==> src/rtl/seqdiv_pkg.sv <==
package seqdiv_pkg;
  typedef enum logic {
    DV_IDLE = 1'b0,
    DV_RUN  = 1'b1
  } dv_state_e;
endpackage

==> src/rtl/seqdiv_prep.sv <==
// Operand conditioning: sign-magnitude conversion and the checks that can
// be decided before iterating.
module seqdiv_prep #(
  parameter int W = 64
) (
  input  logic         sgn,
  input  logic [W-1:0] in_hi,
  input  logic [W-1:0] in_lo,
  input  logic [W-1:0] in_den,
  output logic [W-1:0] mag_hi,
  output logic [W-1:0] mag_lo,
  output logic [W-1:0] mag_den,
  output logic         neg_num,
  output logic         neg_den,
  output logic         div_zero,
  output logic         early_ovf
);
  localparam int DW = 2 * W;

  function automatic logic [DW-1:0] twos_neg_wide(input logic [DW-1:0] v);
    return (~v) + DW'(1);
  endfunction

  function automatic logic [W-1:0] twos_neg(input logic [W-1:0] v);
    return (~v) + W'(1);
  endfunction

  logic [DW-1:0] num_raw;
  logic [DW-1:0] num_mag;

  always_comb begin
    num_raw   = {in_hi, in_lo};
    neg_num   = sgn & in_hi[W-1];
    neg_den   = sgn & in_den[W-1];
    num_mag   = neg_num ? twos_neg_wide(num_raw) : num_raw;
    mag_hi    = num_mag[DW-1:W];
    mag_lo    = num_mag[W-1:0];
    mag_den   = neg_den ? twos_neg(in_den) : in_den;
    div_zero  = (in_den == '0);
    // quotient needs more than W bits when the upper half reaches the divisor
    early_ovf = (mag_hi >= mag_den);
  end
endmodule

==> src/rtl/seqdiv_step.sv <==
// One restoring shift-subtract iteration on the partial-remainder/quotient pair.
module seqdiv_step #(
  parameter int W = 64
) (
  input  logic [W-1:0] part_hi,
  input  logic [W-1:0] part_lo,
  input  logic [W-1:0] den,
  output logic [W-1:0] nxt_hi,
  output logic [W-1:0] nxt_lo
);
  function automatic logic take_bit(input logic carry_out,
                                    input logic [W-1:0] shifted,
                                    input logic [W-1:0] d);
    // a bit lost off the top means the true remainder exceeds any W-bit divisor
    return carry_out || (shifted >= d);
  endfunction

  logic         spill;
  logic [W-1:0] shifted;
  logic         qbit;

  always_comb begin
    spill   = part_hi[W-1];
    shifted = {part_hi[W-2:0], part_lo[W-1]};
    qbit    = take_bit(spill, shifted, den);
    nxt_hi  = qbit ? (shifted - den) : shifted;
    nxt_lo  = {part_lo[W-2:0], qbit};
  end
endmodule

==> src/rtl/seqdiv_post.sv <==
// Sign restoration and the signed range check on the final magnitudes.
module seqdiv_post #(
  parameter int W = 64
) (
  input  logic         sgn,
  input  logic         neg_num,
  input  logic         neg_den,
  input  logic [W-1:0] quo_mag,
  input  logic [W-1:0] rem_mag,
  output logic [W-1:0] quo_out,
  output logic [W-1:0] rem_out,
  output logic         range_ovf
);
  function automatic logic [W-1:0] twos_neg(input logic [W-1:0] v);
    return (~v) + W'(1);
  endfunction

  // negative results may reach 2^(W-1); positive ones must stay below it
  function automatic logic out_of_range(input logic opposite,
                                        input logic [W-1:0] m);
    logic at_or_above_half;
    logic above_half;
    at_or_above_half = m[W-1];
    above_half       = m[W-1] && (m[W-2:0] != '0);
    return opposite ? above_half : at_or_above_half;
  endfunction

  logic opposite;

  always_comb begin
    opposite = neg_num ^ neg_den;
    if (sgn) begin
      range_ovf = out_of_range(opposite, quo_mag);
      quo_out   = opposite ? twos_neg(quo_mag) : quo_mag;
      rem_out   = neg_num ? twos_neg(rem_mag) : rem_mag;
    end else begin
      range_ovf = 1'b0;
      quo_out   = quo_mag;
      rem_out   = rem_mag;
    end
  end
endmodule

==> src/rtl/seqdiv_trap.sv <==
module seqdiv_trap
  import seqdiv_pkg::*;
#(
  parameter int W = 64
) (
  input  logic         clk,
  input  logic         rst_n,
  input  logic         start,
  input  logic         signed_op,
  input  logic [W-1:0] dvd_hi,
  input  logic [W-1:0] dvd_lo,
  input  logic [W-1:0] divisor,
  output logic         busy,
  output logic         done,
  output logic         fault,
  output logic [W-1:0] quotient,
  output logic [W-1:0] remainder
);
  localparam int          CW   = $clog2(W);
  localparam logic [CW-1:0] LAST = CW'(W - 1);

  dv_state_e     state;
  logic [CW-1:0] iter_cnt;
  logic [W-1:0]  acc_hi, acc_lo, den_r;
  logic          sgn_r, nnum_r, nden_r;
  logic [W-1:0]  quo_r, rem_r;
  logic          done_r, fault_r;

  // conditioning of the incoming operands
  logic [W-1:0] p_hi, p_lo, p_den;
  logic         p_nnum, p_nden, p_zero, p_ovf;

  seqdiv_prep #(.W(W)) u_prep (
    .sgn      (signed_op),
    .in_hi    (dvd_hi),
    .in_lo    (dvd_lo),
    .in_den   (divisor),
    .mag_hi   (p_hi),
    .mag_lo   (p_lo),
    .mag_den  (p_den),
    .neg_num  (p_nnum),
    .neg_den  (p_nden),
    .div_zero (p_zero),
    .early_ovf(p_ovf)
  );

  // iteration datapath
  logic [W-1:0] s_hi, s_lo;

  seqdiv_step #(.W(W)) u_step (
    .part_hi(acc_hi),
    .part_lo(acc_lo),
    .den    (den_r),
    .nxt_hi (s_hi),
    .nxt_lo (s_lo)
  );

  // final sign fix, fed by the last iteration directly
  logic [W-1:0] f_quo, f_rem;
  logic         f_ovf;

  seqdiv_post #(.W(W)) u_post (
    .sgn      (sgn_r),
    .neg_num  (nnum_r),
    .neg_den  (nden_r),
    .quo_mag  (s_lo),
    .rem_mag  (s_hi),
    .quo_out  (f_quo),
    .rem_out  (f_rem),
    .range_ovf(f_ovf)
  );

  // named internal events
  logic start_acc;
  logic early_trap;
  logic last_iter;

  assign start_acc  = start && (state == DV_IDLE);
  assign early_trap = start_acc && (p_zero || p_ovf);
  assign last_iter  = (state == DV_RUN) && (iter_cnt == LAST);

  always_ff @(posedge clk or negedge rst_n) begin
    if (!rst_n) begin
      state    <= DV_IDLE;
      iter_cnt <= '0;
      acc_hi   <= '0;
      acc_lo   <= '0;
      den_r    <= '0;
      sgn_r    <= 1'b0;
      nnum_r   <= 1'b0;
      nden_r   <= 1'b0;
      quo_r    <= '0;
      rem_r    <= '0;
      done_r   <= 1'b0;
      fault_r  <= 1'b0;
    end else begin
      done_r  <= 1'b0;
      fault_r <= 1'b0;
      unique case (state)
        DV_IDLE: begin
          if (early_trap) begin
            done_r  <= 1'b1;
            fault_r <= 1'b1;
          end else if (start_acc) begin
            state    <= DV_RUN;
            iter_cnt <= '0;
            acc_hi   <= p_hi;
            acc_lo   <= p_lo;
            den_r    <= p_den;
            sgn_r    <= signed_op;
            nnum_r   <= p_nnum;
            nden_r   <= p_nden;
          end
        end
        DV_RUN: begin
          acc_hi   <= s_hi;
          acc_lo   <= s_lo;
          iter_cnt <= iter_cnt + CW'(1);
          if (last_iter) begin
            state  <= DV_IDLE;
            done_r <= 1'b1;
            if (f_ovf) begin
              fault_r <= 1'b1;
            end else begin
              quo_r <= f_quo;
              rem_r <= f_rem;
            end
          end
        end
        default: state <= DV_IDLE;
      endcase
    end
  end

  assign busy      = (state == DV_RUN);
  assign done      = done_r;
  assign fault     = fault_r;
  assign quotient  = quo_r;
  assign remainder = rem_r;

  // a zero divisor traps on the next cycle
  assert_zero_div_R1: assert property (@(posedge clk) disable iff (!rst_n)
    start_acc && (divisor == '0) |=> done && fault);

  // unsigned upper half at or above the divisor traps without iterating
  assert_early_ovf_R2: assert property (@(posedge clk) disable iff (!rst_n)
    start_acc && !signed_op && (dvd_hi >= divisor) |=> done && fault && !busy);

  // partial remainder stays below the divisor during the loop
  assert_part_rem_R3: assert property (@(posedge clk) disable iff (!rst_n)
    busy |-> (acc_hi < den_r));

  // completion strobe lasts one cycle
  assert_done_pulse_R8: assert property (@(posedge clk) disable iff (!rst_n)
    done |=> !done);

  // a running operation keeps its divisor whatever start does
  assert_busy_hold_R9: assert property (@(posedge clk) disable iff (!rst_n)
    busy && !last_iter |=> busy && $stable(den_r) && $stable(sgn_r));

  // result outputs are untouched by a trap
  assert_fault_hold_R10: assert property (@(posedge clk) disable iff (!rst_n)
    fault |-> done && $stable(quotient) && $stable(remainder));
endmodule

==> config.mk <==
export PLATFORM = sky130hd
export DESIGN_NAME = seqdiv_trap
export DESIGN_NICKNAME = d
export VERILOG_FILES = /design/src/rtl/seqdiv_pkg.sv /design/src/rtl/seqdiv_prep.sv /design/src/rtl/seqdiv_step.sv /design/src/rtl/seqdiv_post.sv /design/src/rtl/seqdiv_trap.sv
export SDC_FILE = /design/constraint.sdc
export NUM_CORES = 1
export LEC_CHECK = 0
export BUFFER_PORTS_ARGS = -buffer_cell sky130_fd_sc_hd__buf_2
export CAP_MARGIN = 20
export CORE_ASPECT_RATIO = 1.75
export CORE_MARGIN = 1
export CORE_UTILIZATION = 55
export CTS_CLUSTER_DIAMETER = 60
export CTS_CLUSTER_SIZE = 10
export DETAILED_ROUTE_END_ITERATION = 7
export MAX_ROUTING_LAYER = met4
export PLACE_DENSITY = 0.79
export RECOVER_POWER = 100
export SYNTH_ARGS = -nofsm -noshare
export SYNTH_HDL_FRONTEND = slang
export SYNTH_SLANG_ARGS = --single-unit
==> constraint.sdc <==
create_clock -name clk -period 6.1 [get_ports clk]
set_clock_uncertainty 0.15 [all_clocks]
set_input_delay 0.305 -clock clk [delete_from_list [all_inputs] [get_ports clk]]
set_output_delay 0.305 -clock clk [all_outputs]
set_load 0.03 [all_outputs]
==> key figures <==
Timing
  – Unrepaired setup endpoints after global routing: true
  – Count of final hold-check violations: 0
  – Setup slack of the critical path after layout: 0.0771 ns
  – Worst slew margin relative to its limit: -166%
  – Number of max-slew violations in the final report: 219
  – Actual transition at the worst max-transition pin: approximately 4 ns
  – Share of the clock period used by the worst path: 98.7%
  – Achievable Freq: 0.166 GHz
  – Setup total negative slack: 0 ns
  – Crit path time final: ~6 ns
  – Final number of setup-violating endpoints: 0
  – Hold slack final: 0.000762 ns

Floorplanning
  – Rows: 109
  – Core Region: roughly 50,000 um2
  – Die height: ~300 um
  – Die Outline Area: 52,500 um2
  – Top-level port count: 327
  – Effective utilization at floorplan: a little under three fifths
  – Die Wd: 174 um

Clock network
  – Root buf cell: sky130_fd_sc_hd__clkbuf_16
  – Clock slew at reported path FFs: 0.06 ns
  – Clock network latency to the later pin of the worst-skew pair: 0.58 ns
  – TritonCTS clock tree: built
  – TritonCTS buffer count: between 40 and 50
  – Deepest clock path buffer count: 3
  – Count of H-tree levels built during CTS: 2
  – Number of clock sinks seen by CTS: 332

Placement
  – RePlAce Congestion: 1.08
  – Final HPWL DP: approximately 100,000 um
  – Port Buffers: 326
  – Dpl ws: -0.602 ns
  – Cell Area, Placed: 33,400 um2

Drt
  – ANT nets after route: 0
  – Number of vias in the routed layout: 32,800
  – Total Wirelength: ~130,000 um
  – Wire length per cell after detailed routing: around 26 um
  – Routed via count divided by cell count: 6.54
  – Length of the first detailed-routing pass in iterations: 6
  – Number of design rule violations left after detail routing: 0
  – Violation count after the first detailed-routing iteration: 3,505

Logic synthesis
  – Total of flip-flops plus latches after synthesis: 332
  – Area of the mapped netlist: ~28,000 um2
  – Post-synthesis simple-gate area fraction: 22.7%
  – Yosys warning total: 0
  – Synth cell types: 100
  – Average cell area after synthesis: between 7 and 8 um2
  – Leading post-synthesis cells by cell area: sky130_fd_sc_hd__dfrtp_1 (29%), sky130_fd_sc_hd__o21ai_0 (8.2%), sky130_fd_sc_hd__nand2_1 (6.8%)
  – Cell count after synthesis: 3,665
  – Mux share of post-synthesis cell area: between 2 and 2.5%
  – Main combinational cell family by area after synthesis: compound AO/OA/AOI/OAI gates
  – Proportion of synthesized chip area in sequential cells: between 20% and 30%
  – Area fraction of the dominant cell type after synthesis: 29.3%
  – Post-synthesis compound-gate area fraction: ~25%
  – Asr flop ratio synth: 100%
  – Number of enable-type register cells in the synthesized netlist: 0
  – Most used flip-flop cell after synthesis: sky130_fd_sc_hd__dfrtp_1
  – Most area-hungry cell type in the Yosys netlist: sky130_fd_sc_hd__dfrtp_1
  – Post-Synth Adder-Cell Area: a little under 6%
  – Xor/xnor share of the synthesized area: 10.5%
  – Synthesized netlist net count: 3,995

Cells and area
  – Core occupancy in the finished layout: a little over two thirds
  – Fraction of layout instances using a drive strength above 1: 18.1%
  – Area delta synth->final: 24.4%
  – Sequential cell area: 8310 um2
  – Number of nets in the final layout: about 4,600
  – Fillers: 4,431
  – Total area of multi-input combinational cells: 19,000 um2
  – Top library cells by usage in the layout, fill and taps aside: sky130_fd_sc_hd__nand2_1 (507), sky130_fd_sc_hd__o21ai_0 (456), sky130_fd_sc_hd__buf_4 (423)
  – Leading cell type in the layout, fill and taps excluded: sky130_fd_sc_hd__nand2_1
  – Final instance area: 35,200 um2

GRT
  – Met1 track utilization from global routing: 49.5%
  – Layer carrying the most global-route usage: met2
  – Wire length of the first global-routing pass: 187,000 um
  – Via count of the first global-routing pass: 31,900
  – Maximum number of pins on one net before global-route repair: about 170
  – Initial antenna violation count: 27
  – Aggregate global routing overflow: 0
  – Global routing met2 resource utilization: 77.7%
  – Overall track demand over capacity in global routing: slightly below 50%
  – Met3 usage: around 10%

Min path
  – Origin of the worst min-delay path: dvd_lo[54]
  – WHS Endpoint: acc_lo[54]$_DFFE_PN0P_
  – Number of stages on the worst hold path: 4
  – Kind of path behind the tightest hold check: primary input to flip-flop

Critical path
  – Startpoint of the most critical register-to-register path: acc_hi[44]$_DFFE_PN0P_
  – Highest net fanout along the worst path: 8
  – Arrival @ worst endpoint: roughly 6.3 ns
  – Register-to-register setup slack: 0.12 ns
  – Start-to-end type of the worst setup path: primary input to flip-flop
  – Required time worst endpoint: 6.37 ns
  – Capturing element type of the critical path: flip-flop
  – Startpoint kind of the worst setup timing path: primary input
  – Reg2Reg Capture Point: remainder[60]$_DFFE_PN0P_
  – Path depth of the worst reg2reg path: 25

Pwr
  – Ratio of total power to cell area: 691 nW/um2
  – Leakage: 0.0153 uW
  – Max rail drop VDD: 0.000361 V

Run status
  – Run status: finished, violations left
  – Violated checks: capacitance limit, slew limit

Flow run
  – Maximum Capacitance Violations: 2
metrics by stage:
stage | power (uW) | instances
6_report | 24400 | 5019
5_1_grt | 25500 | 5014
4_1_cts | 23700 | 4963
3_5_place_dp | 21100 | 4882
3_3_place_gp | 21000 | 4882
2_1_floorplan | 14500 | 3665
timing repair:
item / in CTS / in global routing
gates cloned: 0 / 8
pin swaps: 0 / 10
setup buffers: 0 / 14
endpoints found under the setup margin: 3 / 319
hold buffers: 24 / 0
endpoints found under the hold margin: 119 / 0
resized for setup: 1 / 41
registers in the layout, summed over array words and instances (netlist names):
name / flops
fault: 1
busy: 1
acc_lo: 64
quotient: 64
sgn_r: 1
remainder: 64
den_r: 64
acc_hi: 64
iter_cnt: 6
nden_r: 1
done: 1
nnum_r: 1
synth_stat cells (12+ instances only):
| master | count |
|---|---|
| sky130_fd_sc_hd__or4_1 | 46 |
| sky130_fd_sc_hd__xnor2_1 | 188 |
| sky130_fd_sc_hd__nor2_1 | 273 |
| sky130_fd_sc_hd__nand2_1 | 512 |
| sky130_fd_sc_hd__nand3b_1 | 12 |
| sky130_fd_sc_hd__a31oi_1 | 31 |
| sky130_fd_sc_hd__o31ai_1 | 56 |
| sky130_fd_sc_hd__nand3_1 | 75 |
| sky130_fd_sc_hd__a211oi_1 | 19 |
| sky130_fd_sc_hd__nand2b_1 | 27 |
| sky130_fd_sc_hd__o21a_1 | 21 |
| sky130_fd_sc_hd__ha_1 | 133 |
| sky130_fd_sc_hd__nor3_1 | 79 |
| sky130_fd_sc_hd__clkbuf_1 | 122 |
| sky130_fd_sc_hd__xor2_1 | 153 |
| sky130_fd_sc_hd__mux2i_1 | 63 |
| sky130_fd_sc_hd__and3_1 | 27 |
| sky130_fd_sc_hd__and2_1 | 21 |
| sky130_fd_sc_hd__o21ai_1 | 13 |
| sky130_fd_sc_hd__a21o_1 | 48 |
| sky130_fd_sc_hd__o22ai_1 | 33 |
| sky130_fd_sc_hd__o211ai_1 | 22 |
| sky130_fd_sc_hd__o41ai_1 | 24 |
| sky130_fd_sc_hd__a21oi_1 | 258 |
| sky130_fd_sc_hd__buf_1 | 16 |
| sky130_fd_sc_hd__o21ai_0 | 466 |
| sky130_fd_sc_hd__a22oi_1 | 38 |
| sky130_fd_sc_hd__buf_2 | 56 |
| sky130_fd_sc_hd__nor4_1 | 65 |
| sky130_fd_sc_hd__inv_1 | 98 |
| sky130_fd_sc_hd__or3_1 | 52 |
| sky130_fd_sc_hd__nand4_1 | 73 |
| sky130_fd_sc_hd__dfrtp_1 | 332 |
where the power goes:
| part | internal, uW | switching, uW | leakage (uW) |
|---|---|---|---|
| clock | 1430 | 1020 | 0.000628 |
| combinational | 6260 | 11300 | 0.0105 |
| sequential | 3300 | 988 | 0.00412 |
critical path, stage by stage:
cell and delay (ns):
sky130_fd_sc_hd__dlygate4sd3_1 0.59, sky130_fd_sc_hd__buf_2 0.18, sky130_fd_sc_hd__nor4_1 0.35, sky130_fd_sc_hd__nor2b_1 0.40
sky130_fd_sc_hd__nand3_1 0.28, sky130_fd_sc_hd__nor4_1 0.31, sky130_fd_sc_hd__buf_4 0.23, sky130_fd_sc_hd__nand4_1 0.26
sky130_fd_sc_hd__o21ai_0 0.37, sky130_fd_sc_hd__xor2_1 0.17, sky130_fd_sc_hd__ha_1 0.23, sky130_fd_sc_hd__a21o_1 0.15
sky130_fd_sc_hd__a21o_1 0.16, sky130_fd_sc_hd__a21oi_1 0.14, sky130_fd_sc_hd__nor2b_1 0.06, sky130_fd_sc_hd__o21ai_0 0.17
sky130_fd_sc_hd__nand2b_1 0.09, sky130_fd_sc_hd__a21o_1 0.19, sky130_fd_sc_hd__a221oi_2 0.31, sky130_fd_sc_hd__buf_4 0.23
sky130_fd_sc_hd__and2_1 0.22, sky130_fd_sc_hd__and2_4 0.25, sky130_fd_sc_hd__buf_4 0.19, sky130_fd_sc_hd__clkbuf_16 0.18
sky130_fd_sc_hd__mux2i_1 0.18, sky130_fd_sc_hd__o21ai_0 0.09
per-layer routing:
metal | share of wire [%] | wire [um]
met5 | 0 | 0
met4 | 12 | 14900
met3 | 8.8 | 11300
met2 | 46 | 59400
met1 | 33 | 42900
worst max-delay path by stage:
stage                                       from                        end
after floorplan                       dvd_lo[24]         nden_r$_DFFE_PN0P_
after global placement                dvd_lo[10]     acc_hi[39]$_DFFE_PN0P_
after detailed placement              dvd_lo[10]     acc_hi[13]$_DFFE_PN0P_
after CTS                             dvd_lo[10]     acc_hi[39]$_DFFE_PN0P_
after global routing      acc_lo[63]$_DFFE_PN0P_  remainder[60]$_DFFE_PN0P_
final                                divisor[22]     acc_lo[31]$_DFFE_PN0P_
area by class of cell:
type                            instances  area share [%]
Multi-Input combinational cell       3034            53.9
Sequential cell                       332            23.6
Timing Repair Buffer                  798            15.2
Clock buffer                           47            3.18
Tap cell                              666            2.36
Inverter                              100            1.07
Clock inverter                         10           0.440
Antenna cell                           32           0.227
cell families after synthesis:
kind of cell	after synthesis
AO/OA/AOI/OAI	1152
buffers and inverters	299
multiplexers	69
flip-flops	332
XOR/XNOR	341
AND/OR/NAND/NOR	1338
adder cells (fa/ha/maj)	134
Note: power is estimated with default switching activity, not from simulation.
